--- src/rtl/hrf_pkg.sv ---
package hrf_pkg;

    typedef struct packed {
        logic       first;
        logic [7:0] data;
    } hrf_entry_t;

    // Field order sets the bit positions: ovr is bit 5, ne is bit 0.
    typedef struct packed {
        logic ovr;
        logic obyte;
        logic pend;
        logic pstart;
        logic hwm;
        logic ne;
    } hrf_evt_t;

    localparam int EVT_W  = $bits(hrf_evt_t);
    localparam int STAT_W = 8;

    function automatic logic [STAT_W-1:0] hrf_pack(input hrf_evt_t e);
        return {{(STAT_W-EVT_W){1'b0}}, e};
    endfunction

endpackage

--- src/rtl/hrf_store.sv ---
module hrf_store
    import hrf_pkg::*;
#(
    parameter int DEPTH = 64,
    localparam int AW = $clog2(DEPTH),
    localparam int CW = $clog2(DEPTH + 1)
) (
    input  logic          clk,
    input  logic          rst,
    input  logic          push,
    input  hrf_entry_t    wr_entry,
    input  logic          pop,
    output hrf_entry_t    head,
    output logic [CW-1:0] count,
    output logic          full,
    output logic          popped
);

    hrf_entry_t    mem [DEPTH];
    logic [AW-1:0] wp_q, rp_q;
    logic [CW-1:0] cnt_q;
    logic          do_push;

    function automatic logic [AW-1:0] wrap_inc(input logic [AW-1:0] p);
        return (p == AW'(DEPTH - 1)) ? '0 : p + AW'(1);
    endfunction

    assign full    = (cnt_q == CW'(DEPTH));
    assign do_push = push && !full;
    assign popped  = pop && (cnt_q != '0);
    assign head    = mem[rp_q];
    assign count   = cnt_q;

    always_ff @(posedge clk) begin
        if (do_push) begin
            mem[wp_q] <= wr_entry;
        end
    end

    always_ff @(posedge clk) begin
        if (rst) begin
            wp_q  <= '0;
            rp_q  <= '0;
            cnt_q <= '0;
        end else begin
            if (do_push) wp_q <= wrap_inc(wp_q);
            if (popped)  rp_q <= wrap_inc(rp_q);
            case ({do_push, popped})
                2'b10:   cnt_q <= cnt_q + CW'(1);
                2'b01:   cnt_q <= cnt_q - CW'(1);
                default: cnt_q <= cnt_q;
            endcase
        end
    end

endmodule

--- src/rtl/hrf_admit.sv ---
module hrf_admit (
    input  logic clk,
    input  logic rst,
    input  logic in_valid,
    input  logic in_start,
    input  logic full,
    output logic push,
    output logic overrun
);

    logic drop_q;
    logic take;

    // A packet start reopens admission in the same cycle.
    assign take    = in_valid && (!drop_q || in_start);
    assign push    = take && !full;
    assign overrun = take && full;

    always_ff @(posedge clk) begin
        if (rst) begin
            drop_q <= 1'b0;
        end else if (overrun) begin
            drop_q <= 1'b1;
        end else if (in_start) begin
            drop_q <= 1'b0;
        end
    end

endmodule

--- src/rtl/hrf_events.sv ---
module hrf_events
    import hrf_pkg::*;
#(
    parameter int CW = 7
) (
    input  logic              clk,
    input  logic              rst,
    input  logic [CW-1:0]     count,
    input  logic [CW-1:0]     thresh,
    input  logic              head_first,
    input  logic              popped,
    input  logic              overrun,
    input  logic              end_ok,
    input  logic              crc_err,
    input  logic              abort,
    input  logic              start,
    input  logic              stat_rd,
    input  logic [EVT_W-1:0]  irq_mask,
    output logic [STAT_W-1:0] stat_data,
    output logic              irq
);

    hrf_evt_t stat_q, evt;
    logic     ne_lvl, hwm_lvl, open_lvl;
    logic     ne_q, hwm_q, open_q, popped_q;

    assign ne_lvl   = (count != '0);
    assign hwm_lvl  = (count > thresh);
    assign open_lvl = ne_lvl && head_first;

    always_comb begin
        evt        = '0;
        evt.ovr    = overrun;
        evt.pend   = overrun || end_ok || crc_err || abort;
        evt.pstart = start;
        evt.ne     = ne_lvl && !ne_q;
        evt.hwm    = hwm_lvl && !hwm_q;
        evt.obyte  = open_lvl && (!open_q || popped_q);
    end

    always_ff @(posedge clk) begin
        if (rst) begin
            stat_q   <= '0;
            ne_q     <= 1'b0;
            hwm_q    <= 1'b0;
            open_q   <= 1'b0;
            popped_q <= 1'b0;
        end else begin
            stat_q   <= (stat_rd ? hrf_evt_t'('0) : stat_q) | evt;
            ne_q     <= ne_lvl;
            hwm_q    <= hwm_lvl;
            open_q   <= open_lvl;
            popped_q <= popped;
        end
    end

    assign stat_data = hrf_pack(stat_q);
    assign irq       = |(stat_q & irq_mask);

endmodule

--- src/rtl/hdlc_rx_evt_fifo.sv ---
module hdlc_rx_evt_fifo
    import hrf_pkg::*;
#(
    parameter int DEPTH = 64,
    localparam int AW = $clog2(DEPTH),
    localparam int CW = $clog2(DEPTH + 1)
) (
    input  logic              clk,
    input  logic              rst,
    input  logic              in_valid,
    input  logic [7:0]        in_data,
    input  logic              in_first,
    input  logic              in_start,
    input  logic              in_end_ok,
    input  logic              in_crc_err,
    input  logic              in_abort,
    input  logic              pop,
    output logic [7:0]        pop_data,
    output logic              pop_first,
    output logic [CW-1:0]     fill_level,
    input  logic [AW-1:0]     hwm_level,
    input  logic              stat_rd,
    output logic [STAT_W-1:0] stat_data,
    input  logic [EVT_W-1:0]  irq_mask,
    output logic              irq
);

    hrf_entry_t    wr_entry, head;
    logic          st_full, st_popped;
    logic          adm_push, adm_overrun;
    logic [CW-1:0] thresh;

    assign wr_entry.first = in_first;
    assign wr_entry.data  = in_data;
    assign thresh         = CW'(hwm_level);

    hrf_admit u_admit (
        .clk      (clk),
        .rst      (rst),
        .in_valid (in_valid),
        .in_start (in_start),
        .full     (st_full),
        .push     (adm_push),
        .overrun  (adm_overrun)
    );

    hrf_store #(.DEPTH(DEPTH)) u_store (
        .clk      (clk),
        .rst      (rst),
        .push     (adm_push),
        .wr_entry (wr_entry),
        .pop      (pop),
        .head     (head),
        .count    (fill_level),
        .full     (st_full),
        .popped   (st_popped)
    );

    hrf_events #(.CW(CW)) u_events (
        .clk        (clk),
        .rst        (rst),
        .count      (fill_level),
        .thresh     (thresh),
        .head_first (head.first),
        .popped     (st_popped),
        .overrun    (adm_overrun),
        .end_ok     (in_end_ok),
        .crc_err    (in_crc_err),
        .abort      (in_abort),
        .start      (in_start),
        .stat_rd    (stat_rd),
        .irq_mask   (irq_mask),
        .stat_data  (stat_data),
        .irq        (irq)
    );

    assign pop_data  = head.data;
    assign pop_first = head.first;

endmodule

--- config.mk ---
export PLATFORM = sky130hd
export DESIGN_NAME = hdlc_rx_evt_fifo
export DESIGN_NICKNAME = d
export VERILOG_FILES = /design/src/rtl/hrf_pkg.sv /design/src/rtl/hrf_store.sv /design/src/rtl/hrf_admit.sv /design/src/rtl/hrf_events.sv /design/src/rtl/hdlc_rx_evt_fifo.sv
export SDC_FILE = /design/constraint.sdc
export NUM_CORES = 1
export LEC_CHECK = 0
export BUFFER_PORTS_ARGS = -buffer_cell sky130_fd_sc_hd__buf_4
export CAP_MARGIN = 20
export CORE_ASPECT_RATIO = 0.7
export CORE_MARGIN = 5
export CORE_UTILIZATION = 40
export CTS_CLUSTER_SIZE = 24
export DETAILED_ROUTE_END_ITERATION = 8
export PLACE_DENSITY_LB_ADDON = 0.15
export SYNTH_ARGS = -nofsm -noshare
export SYNTH_HDL_FRONTEND = slang
export SYNTH_SLANG_ARGS = --single-unit
--- constraint.sdc ---
create_clock -name clk -period 4.56 [get_ports clk]
set_input_delay 0.912 -clock clk [delete_from_list [all_inputs] [get_ports clk]]
set_output_delay 0.912 -clock clk [all_outputs]
set_load 0.03 [all_outputs]
Word level (Yosys, flattened, before mapping)
Memory sizes are Yosys's and may differ from the RTL's. A register that Yosys moved wholly into a read port is not among the register bits.
Index checks and enable logic that the tools add are counted.
{"block": "word_totals", "register_bits": 30, "latch_bits": 0, "mem_bits_rw": 576, "rom_bits": 0, "input_bits": 30, "output_inout_bits": 25, "wordCells": 60, "mem_count": 1}
{"block": "classes", "add_sub_neg": 4, "n_mul": 0, "div": 0, "order_cmp": 1, "eq_ne": 5, "shift": 0, "muxes": 10, "bitwise_logic": 2, "reduce_logical": 23}
{"name": "u_store.mem", "depth": 64, "width": 9, "read_ports": 1, "rd_clocked_by_memory_dff": 1, "write_ports": 1, "line": "hrf_store.sv:19", "source": "hrf_entry_t mem [DEPTH];"}
{"op": "$mux 6", "n": 5}
{"op": "$pmux 7 s2", "n": 1}
{"op": "$add 6x1->6 const B", "n": 2}
{"op": "$eq 6x6->1 const B", "n": 2}
{"op": "$logic_and 1x1->1", "n": 9}
{"op": "$add 7x1->7 const B", "n": 1}
{"op": "$eq 7x7->1 const B", "n": 1}
{"op": "$gt 7x6->1", "n": 1}
{"op": "$reduce_bool 7->1", "n": 1}
{"op": "$sub 7x1->7 const B", "n": 1}
{"op": "$and 6x6->6", "n": 1}
{"op": "$or 6x6->6", "n": 1}
{"op": "$reduce_or 6->1", "n": 1}
{"op": "$logic_not 1->1", "n": 5}
{"op": "$logic_or 1x1->1", "n": 5}
{"op": "$mux 1", "n": 4}
{"op": "$reduce_bool 2->1", "n": 2}
{"op": "$eq 2x1->1 const B", "n": 1}
{"op": "$eq 2x2->1 const B", "n": 1}

Depth between registers and ports, before layout
{"block": "logic_depth", "word_depth": 8, "mapped_depth": 13, "mapped_depth_nobuf": 11}

By module
From an unflattened synthesis, not the netlist that was laid out.
{"block": "unflattened", "cells_unflattened": 1231, "area_unflattened_um2": 24184.4}
{"module": "hrf_store", "instances": 1, "cells_per_inst": 1161, "area_each_um2": 23575.1, "seq_area_each_um2": 17797.1}
{"module": "hrf_events", "instances": 1, "cells_per_inst": 63, "area_each_um2": 548.0, "seq_area_each_um2": 200.2}
{"module": "hrf_admit", "instances": 1, "cells_per_inst": 6, "area_each_um2": 57.6, "seq_area_each_um2": 20.0}
{"module": "hdlc_rx_evt_fifo", "instances": 1, "cells_per_inst": 1, "area_each_um2": 3.8, "seq_area_each_um2": 0.0}

Least setup slack after synthesis
OpenSTA, ideal clock, no wires.
{"block": "synth_timing", "path_kind": "reg2reg", "startpoint": "register u_store.cnt_q[1], in the netlist u_store.count[1]", "endpoint": "register u_store.cnt_q[6], in the netlist u_store.count[6]", "setup_ns": 0.059, "arrival_ns": 3.613, "t_required_ns": 4.501, "path_slack_ns": 0.888, "stages_incl_launch_ff": 14, "path_buffers": 2, "period_less_slack_ns": 3.672, "path_cell_list": "dfxtp_1 clkbuf_1 or4_1 o311ai_4 ha_1 buf_1 xor2_1 ha_1 a21oi_1 o21ai_1 a221oi_1 a221oi_1 or4_1 nand2_1"}
{"block": "synth_between", "elab_chain_len": 6, "elab_cells_between_ends": 12, "classes_between": "2 x add/sub; 3 x eq/ne; 1 x mux; 6 x reduce/logical"}
{"item": "start, declared", "line": "hrf_store.sv:21", "source": "logic [CW-1:0] cnt_q;"}
{"item": "start signal, assigned", "line": "hrf_store.sv:49", "source": "2'b10: cnt_q <= cnt_q + CW'(1);"}
{"item": "start signal, assigned", "line": "hrf_store.sv:50", "source": "2'b01: cnt_q <= cnt_q - CW'(1);"}
{"item": "start signal, assigned", "line": "hrf_store.sv:51", "source": "default: cnt_q <= cnt_q;"}
{"item": "$eq 7x7->1", "line": "hrf_store.sv:28", "source": "assign full = (cnt_q == CW'(DEPTH));"}
{"item": "$logic_not 1->1", "line": "hrf_store.sv:29, hrf_admit.sv:16"}
{"item": "$logic_and 1x1->1", "line": "hrf_admit.sv:16", "source": "assign push = take && !full;"}
{"item": "$logic_and 1x1->1", "line": "hrf_store.sv:29", "source": "assign do_push = push && !full;"}
{"item": "$eq 2x1->1 / $eq 2x2->1 (equally long branches)", "line": "hrf_store.sv:48", "source": "case ({do_push, popped})"}
{"item": "$pmux 7 s2 / $reduce_bool 2->1 (equally long branches)"}
Parallel ways exist; a longest one is shown, timed or not.
A chain may end at the register's enable or synchronous reset.

==> flow_summary.yaml <==
critical_path:
  cp-end-kind: "output pin"
  crit_path_frequent_cell: "mux4_2"
  critPathKind: "flip-flop to output pin"
  cp.arrival_ps: 3440
  critPathRequiredTime_ps: 3650
  critPathMaxFanout: 25
  cp-start-kind: "flip-flop"
  cp_top_family: "multiplexers"
  path_buf_inv: 2
  cp_cell_sequence: "buf_12 -> mux4_2 -> mux4_2 -> mux2_2 -> nand2_1 -> o21ai_1 -> buf_4"
  crit_path_top_delay_cell: "dfxtp_4"
  cpPeakStageDelay_ps: 640
clock_network:
  cts_tree: "built"
  cts.reportedPaths.clkPinSlew_ps: 60
  clk_latency_ps: 590
  htreeDepth: 2
  clock-root-buffer: "clkbuf_16"
  cts.sinks: 612
  numCtsBuffers: 57
  clockBufferDepth: 3
grt:
  antenna_found_initial: 4
  grt_max_degree: 65
  grt_pass1_vias: 12200
  grt_pass1_wl_microns: 85100
  track_usage_pct: 17.8
  grt-ovfl-total: 0
final_layout:
  multi_input_area_sq_um: 5710
  layout.nets: 1361
  area_growth_pct: 15.4
  n_antenna_cell: 0
  seq_area_sq_um: 18000
  drive_above_1_share_pct: 29.7
  num-fill-cells: 5034
hold_path:
  min_path_type: "flip-flop to flip-flop"
route:
  via_count: 11900
  wl_per_cell_microns: 26.9
  drt-initial-drc-count: 1198
  drc: 0
  wl_microns: 58400
  postRouteAntennaNets: 0
  dr.pass1.iters: 5
  post_drt_via_cell_ratio: 5.49
logic_synthesis:
  yosys.area.top_type: "edfxtp_1"
  synth_top_family_by_area: "multiplexers"
  yosys_warnings: 0
  synthArstFlopShare_pct: 0
  synth_cell_types: 53
  ys_ff_latch: 612
  synthMuxAreaShare_pct: 17.1
  yosysSeqAreaShare_pct: 74.8
  synth-xor-area-share_pct: 0.436
  synth.avg_cell_area_sq_um: 20.5
  synth.area.top_cells: "edfxtp_1 (72%), mux4_2 (15%), dfxtp_1 (3.0%), nor2_1 (1.5%), mux2i_1 (1.3%)"
  synth_top_cell_area_share_pct: 71.8
  synth.cell_area_sq_um: 24100
  synth-simple-area-share_pct: 3.45
  synth.most_common_cell: "edfxtp_1"
  synth_cells: 1177
  synth_fa_ha_area_share_pct: 0.571
  synth_edf_count: 576
  synth_compound_area_share_pct: 2.08
  synth_commonest_cells: "edfxtp_1 (576), mux4_2 (165), nor2_1 (95)"
  synthFlopType: "edfxtp_1"
sta:
  slew_violations: 0
  setup_viol: 0
  fmax_ghz: 0.230
  finalCriticalPeriod_ps: 4350
  slew_headroom_pct: 30.3
  hold_violations: 0
  rsz0062_at_grt: "false"
  fin_setup_tns_ps: 0
  skew_ps: 13.9
  period_share_pct: 95.5
  worst_pin_slew_ps: 1040
power:
  pwr-share-comb_pct: 18.7
  p_total_w: 0.0137
  p_int_w: 0.0101
  seq_power_share_pct: 47.1
  p_sw_w: 0.00355
  ir_drop_v: 0.000315
  clkPwrFrac_pct: 34.3
  leakagePower_nw: 8.69
  p_sw_share_pct: 26.0
  power_density_nw_per_um2: 491
floorplan:
  core-area_sq_um: 59800
  die_w_microns: 303
  chipHeight_microns: 215
  dieArea_sq_um: 65300
  placementRows: 75
  boundaryPins: 55
  start_util_pct: 40.3
place:
  io_buffers: 52
  gp_congestion: 0.749
  post-dp-hpwl_microns: 36100
run_status:
  status: "finished, final reports clean"
flow_run:
  cap_violations: 0
## metal layers
metal | GRT usage [%] | up-vias | wire [microns]
li1 | - | 5111 | -
met4 | 3.28 | 0 | 959
met2 | 26.5 | 394 | 26300
met1 | 28.2 | 6330 | 27400
met5 | 0 | - | 0
met3 | 3.08 | 80 | 3800
## cell families after synthesis
kind of cell / Yosys count
flip-flops: 612
adder cells (fa/ha/maj): 11
AO/OA/AOI/OAI: 74
multiplexers: 205
AND/OR/NAND/NOR: 184
XOR/XNOR: 12
other: 1
buffers and inverters: 78
## cell type report
type,count,share of cell area (%)
sequential,612,64.9
multi-input combinational,488,20.5
clock buffer,74,5.47
timing repair buffer,146,4.26
tap,808,3.64
clock inverter,28,1.02
inverter,15,0.203
## cells in the final DEF, fill, tap and decap left out, drive strengths merged, types with 2 or more instances in the layout
cell type  netlist  final
edfxtp         576    576
mux4           165    165
buf             38    146
nor2            95     95
clkbuf          25     74
dfxtp           36     36
nand2           34     34
mux2i           31     31
clkinv           0     21
o21ai           18     18
a21oi           16     16
inv             15     15
nand3           15     15
ha              11     11
mux2             9      9
xor2             8      8
a22oi            7      7
nor2b            6      6
a311oi           6      6
nand2b           6      6
bufinv           0      6
nand3b           5      5
a31oi            5      5
a21o             5      5
xnor2            4      4
nand4            4      4
or3              3      3
a221oi           3      3
a211oi           3      3
nor3b            2      2
and3b            2      2
or2              2      2
nor3             2      2
or4              2      2
o21a             2      2
conb             1      2
## state kept, by name, indices dropped and copies added (netlist names), named ones only
name,count
u_events.stat_data,6
u_events.open_q,1
u_store.rp_q,6
u_admit.drop_q,1
u_events.ne_q,1
u_events.popped_q,1
u_store.mem,576
u_store.wp_q,6
u_store.count,7
u_events.hwm_q,1
## final timing paths
| kind | from | cells past startpoint | end | slack, ps |
|---|---|---|---|---|
| worst max-delay path | flip-flop | 7 | pop_data[5] | 210 |
| worst min register to register | u_events.ne_q | 1 | u_events.stat_data[0] | 430 |
| worst min-delay path | u_events.ne_q | 1 | u_events.stat_data[0] | 430 |
| worst max register to register | u_store.count[4] | 12 | u_store.count[6] | 1030 |
## power by group through the flow
stage | Clock, W | Sequential (W) | Combinational, W
floorplan | 0 | 0.00651 | 0.00168
global route | 0.00503 | 0.00644 | 0.00274
detailed placement | 0 | 0.00656 | 0.00255
CTS | 0.00478 | 0.00643 | 0.00259
finish | 0.00468 | 0.00643 | 0.00255
global placement | 0 | 0.00656 | 0.00253
## timing repair
item | CTS | global route
setup endpoints to repair | 3 | 0
buffers inserted | 1 | 0
resized for setup | 0 | 0
hold buffers | 0 | 0
## metrics by stage
| stage | instances | worst slack, ps | instance area, sq um | hold slack (ps) | util, % |
|---|---|---|---|---|---|
| 6_report | 2171 | 207 | 27800 | 427 | 46.5 |
| 2_1_floorplan | 1178 | 888 | 24100 | 402 | - |
| 3_5_place_dp | 2068 | 580 | 26000 | 435 | 43.4 |
| 4_1_cts | 2171 | 116 | 27800 | 436 | 46.5 |
| 5_1_grt | 2171 | 50.5 | 27800 | 468 | 46.5 |
| 3_3_place_gp | 2068 | 587 | 26000 | 417 | 43.4 |
Power figures use the tool's default switching activity.
